--- src/rtl/bcf_pkg.sv ---
`timescale 1ns/1ps
package bcf_pkg;
  localparam int BYTE_W = 8;

  localparam logic [7:0] OPC_WR_STOP   = 8'h4B;
  localparam logic [7:0] OPC_WR_OPEN   = 8'h5A;
  localparam logic [7:0] OPC_DATA_OPEN = 8'h69;
  localparam logic [7:0] OPC_DATA_STOP = 8'h78;
  localparam logic [7:0] OPC_RD_STOP   = 8'h87;
  localparam logic [7:0] OPC_WRRD_STOP = 8'h2D;
  localparam logic [7:0] OPC_CFG_WR    = 8'hD2;
  localparam logic [7:0] OPC_CFG_RD    = 8'hE1;
  localparam logic [7:0] OPC_SLEEP     = 8'h1E;
  localparam logic [7:0] OPC_REV       = 8'hC4;

  localparam int ST_BIT_CRC   = 0;
  localparam int ST_BIT_LEN   = 2;
  localparam int ST_BIT_CMD   = 4;
  localparam int ST_BIT_RW    = 5;

  typedef enum logic [2:0] {
    K_WRITE  = 3'd0,
    K_DATA   = 3'd1,
    K_READ   = 3'd2,
    K_WRRD   = 3'd3,
    K_CFG_WR = 3'd4,
    K_CFG_RD = 3'd5,
    K_SLEEP  = 3'd6,
    K_REV    = 3'd7
  } op_kind_e;

  typedef struct packed {
    logic     known;
    op_kind_e kind;
    logic     stop;
    logic     has_addr;
    logic     has_wlen;
    logic     has_rlen;
    logic     expect_rd;
    logic     cfg_byte;
  } cmd_info_t;

  function automatic logic [15:0] crc16_upd(input logic [15:0] crc,
                                            input logic [7:0]  data,
                                            input logic [15:0] poly);
    logic [15:0] c;
    c = crc;
    for (int i = 0; i < 8; i++) begin
      if (c[0] ^ data[i]) c = (c >> 1) ^ poly;
      else                c = c >> 1;
    end
    return c;
  endfunction
endpackage

--- src/rtl/bcf_cmd_decode.sv ---
`timescale 1ns/1ps
module bcf_cmd_decode
  import bcf_pkg::*;
(
  input  logic [BYTE_W-1:0] cmd_i,
  output cmd_info_t         info_o
);
  always_comb begin
    info_o = '0;
    unique case (cmd_i)
      OPC_WR_STOP, OPC_WR_OPEN: begin
        info_o.known    = 1'b1;
        info_o.kind     = K_WRITE;
        info_o.stop     = (cmd_i == OPC_WR_STOP);
        info_o.has_addr = 1'b1;
        info_o.has_wlen = 1'b1;
      end
      OPC_DATA_OPEN, OPC_DATA_STOP: begin
        info_o.known    = 1'b1;
        info_o.kind     = K_DATA;
        info_o.stop     = (cmd_i == OPC_DATA_STOP);
        info_o.has_wlen = 1'b1;
      end
      OPC_RD_STOP: begin
        info_o.known     = 1'b1;
        info_o.kind      = K_READ;
        info_o.stop      = 1'b1;
        info_o.has_addr  = 1'b1;
        info_o.has_rlen  = 1'b1;
        info_o.expect_rd = 1'b1;
      end
      OPC_WRRD_STOP: begin
        info_o.known    = 1'b1;
        info_o.kind     = K_WRRD;
        info_o.stop     = 1'b1;
        info_o.has_addr = 1'b1;
        info_o.has_wlen = 1'b1;
        info_o.has_rlen = 1'b1;
      end
      OPC_CFG_WR: begin
        info_o.known    = 1'b1;
        info_o.kind     = K_CFG_WR;
        info_o.cfg_byte = 1'b1;
      end
      OPC_CFG_RD: begin info_o.known = 1'b1; info_o.kind = K_CFG_RD; end
      OPC_SLEEP:  begin info_o.known = 1'b1; info_o.kind = K_SLEEP;  end
      OPC_REV:    begin info_o.known = 1'b1; info_o.kind = K_REV;    end
      default: ;
    endcase
  end
endmodule

--- config.mk ---
export PLATFORM = sky130hd
export DESIGN_NAME = bcf_cmd_decode
export DESIGN_NICKNAME = d
export VERILOG_FILES = /design/src/rtl/bcf_pkg.sv /design/src/rtl/bcf_cmd_decode.sv
export SDC_FILE = /design/constraint.sdc
export NUM_CORES = 1
export LEC_CHECK = 0
export CORE_AREA = 2 2 39 41
export DETAILED_ROUTE_END_ITERATION = 10
export DIE_AREA = 0 0 41 43
export PLACE_DENSITY_LB_ADDON = 0.15
export SKIP_LAST_GASP = 1
export SLEW_MARGIN = 20
export SYNTH_ARGS = -nofsm -noshare
export SYNTH_HDL_FRONTEND = slang
export SYNTH_SLANG_ARGS = --single-unit
--- constraint.sdc ---
create_clock -name vclk -period 1.33
set_input_delay 0.3325 -clock vclk [all_inputs]
set_output_delay 0.3325 -clock vclk [all_outputs]
set_load 0.03 [all_outputs]
==> flow_metrics.env <==
export IMPL_cp_arrival_ps=1380
export IMPL_power_density_nw_per_um2=213
export IMPL_ir_worst_vdd_uv=112
export IMPL_syn_nets=50
export IMPL_viasPerCell=4.87
export IMPL_area_sequential_um2=0
export IMPL_ant_nets=0
export IMPL_grt_start_max_net_pins=7
export IMPL_hold_violations=0
export IMPL_nets=89
export IMPL_cp_end_kind="primary output"
export IMPL_crit_type="input pin to primary output"
export IMPL_core_um2=1380
export IMPL_holdBufCountCts=0
export IMPL_leakagePower_uw=0.000379
export IMPL_slew_headroom=0.842
export IMPL_top_layer="met3"
export IMPL_met1_length_um=481
export IMPL_n_sequential_cell=0
export IMPL_crit_fanout=5
export IMPL_fin_util=0.628
export IMPL_worstPathCellList="buf_8 > nand4bb_4 > or2_1 > a21o_4 > o2111ai_4 > buf_6"
export IMPL_num_antenna_cells=0
export IMPL_period_share=1.29
export IMPL_worst_path_max_delay_cell="a21o_4"
export IMPL_routedWlPerCell_um=12.8
export IMPL_grt_ovfl_total=0
export IMPL_power_uw=185
export IMPL_drv_slew=0
export IMPL_grt_pass1_vias=430
export IMPL_hold_start="cmd_i[2]"
export IMPL_grt_antenna_before_repair=0
export IMPL_wl_met2_um=683
export IMPL_finalSetupViolations=10
export IMPL_start_kind="input pin"
export IMPL_slowest_delay_ps=260
export IMPL_syn_inst=42
export IMPL_drc_errors=0
export IMPL_portBuffers=18
export IMPL_grt_pass1_wl_um=1780
export IMPL_vias=463
export IMPL_netlist_area_um2=290
export IMPL_start_util=0.210
export IMPL_yosysWarnings=0
export IMPL_drive_gt1_frac=0.835
export IMPL_dpl_hpwl_um=808
export IMPL_hp_class="input pin to primary output"
export IMPL_fillers=117
export IMPL_hold_end="info_o[0]"
export IMPL_rows=14
export IMPL_status="finished, violations left"
export IMPL_clkbuf_count=0
export IMPL_syn_avg_cell_area_um2=6.91
export IMPL_groute_usage_overall=0.136
export IMPL_syn2layout_area_growth_pct=200
export IMPL_drv_cap=0
export IMPL_worst_pin_slew_ps=236
export IMPL_drt_initial_drc_count=0
export IMPL_fin_crit_ps=1710
export IMPL_rsz0062_at_grt="yes"
export IMPL_fin_ws_ps=-384
export IMPL_wl_met3_um=50
export IMPL_die_area_um2=1760
export IMPL_die_h_um=43
export IMPL_fmax_ghz=0.583
export IMPL_drtPass1Iterations=1
export IMPL_pin_count=18
export IMPL_dieWidth_um=41
export IMPL_cp_data_required_time_ps=1000
export IMPL_post_synth_num_cell_types=27
export IMPL_seq_area_frac_synth=0
export IMPL_multi_input_area_um2=469
export IMPL_gp_congestion=0.707
export IMPL_min_path_cells=4
export IMPL_hold_ws_ps=1060
export IMPL_violations="setup timing"
export IMPL_drt_wl_total_um=1220
[worst max-delay path: cells and delay by family]
| family | cells | cell delay [ps] |
|---|---|---|
| compound gates | 2 | 340 |
| simple gates | 2 | 450 |
| buf+inv | 2 | 270 |
[synth_stat cells (2+ instances only)]
cell | count | share of area
o21ai_0 | 4 | 0.069
nand3_1 | 2 | 0.034
xor2_1 | 2 | 0.060
nor2b_1 | 2 | 0.043
nand2_1 | 4 | 0.052
nand2b_1 | 3 | 0.065
nor2_1 | 5 | 0.065
[where the power goes]
| group | internal (uW) | switching, uW |
|---|---|---|
| Combinational | 104 | 80.7 |
| Sequential | 0 | 0 |
| Clock | 0 | 0 |
[logic make-up after synthesis]
kind of cell | synth area share
AO/OA/AOI/OAI | 0.272
XOR/XNOR | 0.0604
AND/OR/NAND/NOR | 0.642
buffers and inverters | 0.0258
[how the worst max path moves through the flow]
| stage | from | end | slack (ps) | cells past startpoint |
|---|---|---|---|---|
| CTS | cmd_i[1] | info_o[9] | -440 | 6 |
| detailed placement | cmd_i[5] | info_o[9] | -940 | 5 |
| finish | cmd_i[4] | info_o[9] | -380 | 6 |
| floorplan | cmd_i[6] | info_o[6] | -220 | 4 |
| global route | cmd_i[4] | info_o[7] | -430 | 7 |
| global placement | cmd_i[5] | info_o[9] | -930 | 5 |
[cells in the final DEF (no fill, tap or decap), types with 2 or more instances in the layout]
| cell | netlist | routed |
|---|---|---|
| buf_4 | 0 | 19 |
| buf_6 | 0 | 12 |
| buf_8 | 0 | 6 |
| nand2b_4 | 0 | 3 |
| nand2_4 | 0 | 3 |
| nor2b_4 | 0 | 2 |
| nor2_1 | 5 | 2 |
| nand4bb_4 | 1 | 2 |
| nor2_4 | 0 | 2 |
| o21ai_1 | 0 | 2 |
| xor2_1 | 2 | 2 |
| nand3_2 | 1 | 2 |
[area by class of cell]
| class | instances | share of cell area |
|---|---|---|
| inverters | 2 | 0.0144 |
| multi-input cells | 40 | 0.540 |
| well taps | 16 | 0.0230 |
| repair buffers | 37 | 0.423 |
[routing by layer]
layer  vias to the layer above  track usage
met5                         -            0
met4                         0            0
met2                        11        0.253
met3                         0            0
met1                       218        0.175
li1                        234            -
[repair_timing]
action,CTS,global route
hold endpoints to repair,0,0
gates resized for setup,75,17
setup endpoints to repair,10,10
cloned,0,0
setup buffers,5,2
pin swaps,13,13
[through the flow]
step / cells / area [um2] / setup slack, ps / setup TNS, ps
2_1_floorplan: 42 / 360 / -217 / -1570
3_3_place_gp: 90 / 641 / -930 / -8120
3_5_place_dp: 90 / 641 / -944 / -8170
4_1_cts: 94 / 785 / -442 / -3370
5_1_grt: 95 / 870 / -427 / -3490
6_report: 95 / 870 / -384 / -3010
Power figures use the tool's default switching activity.
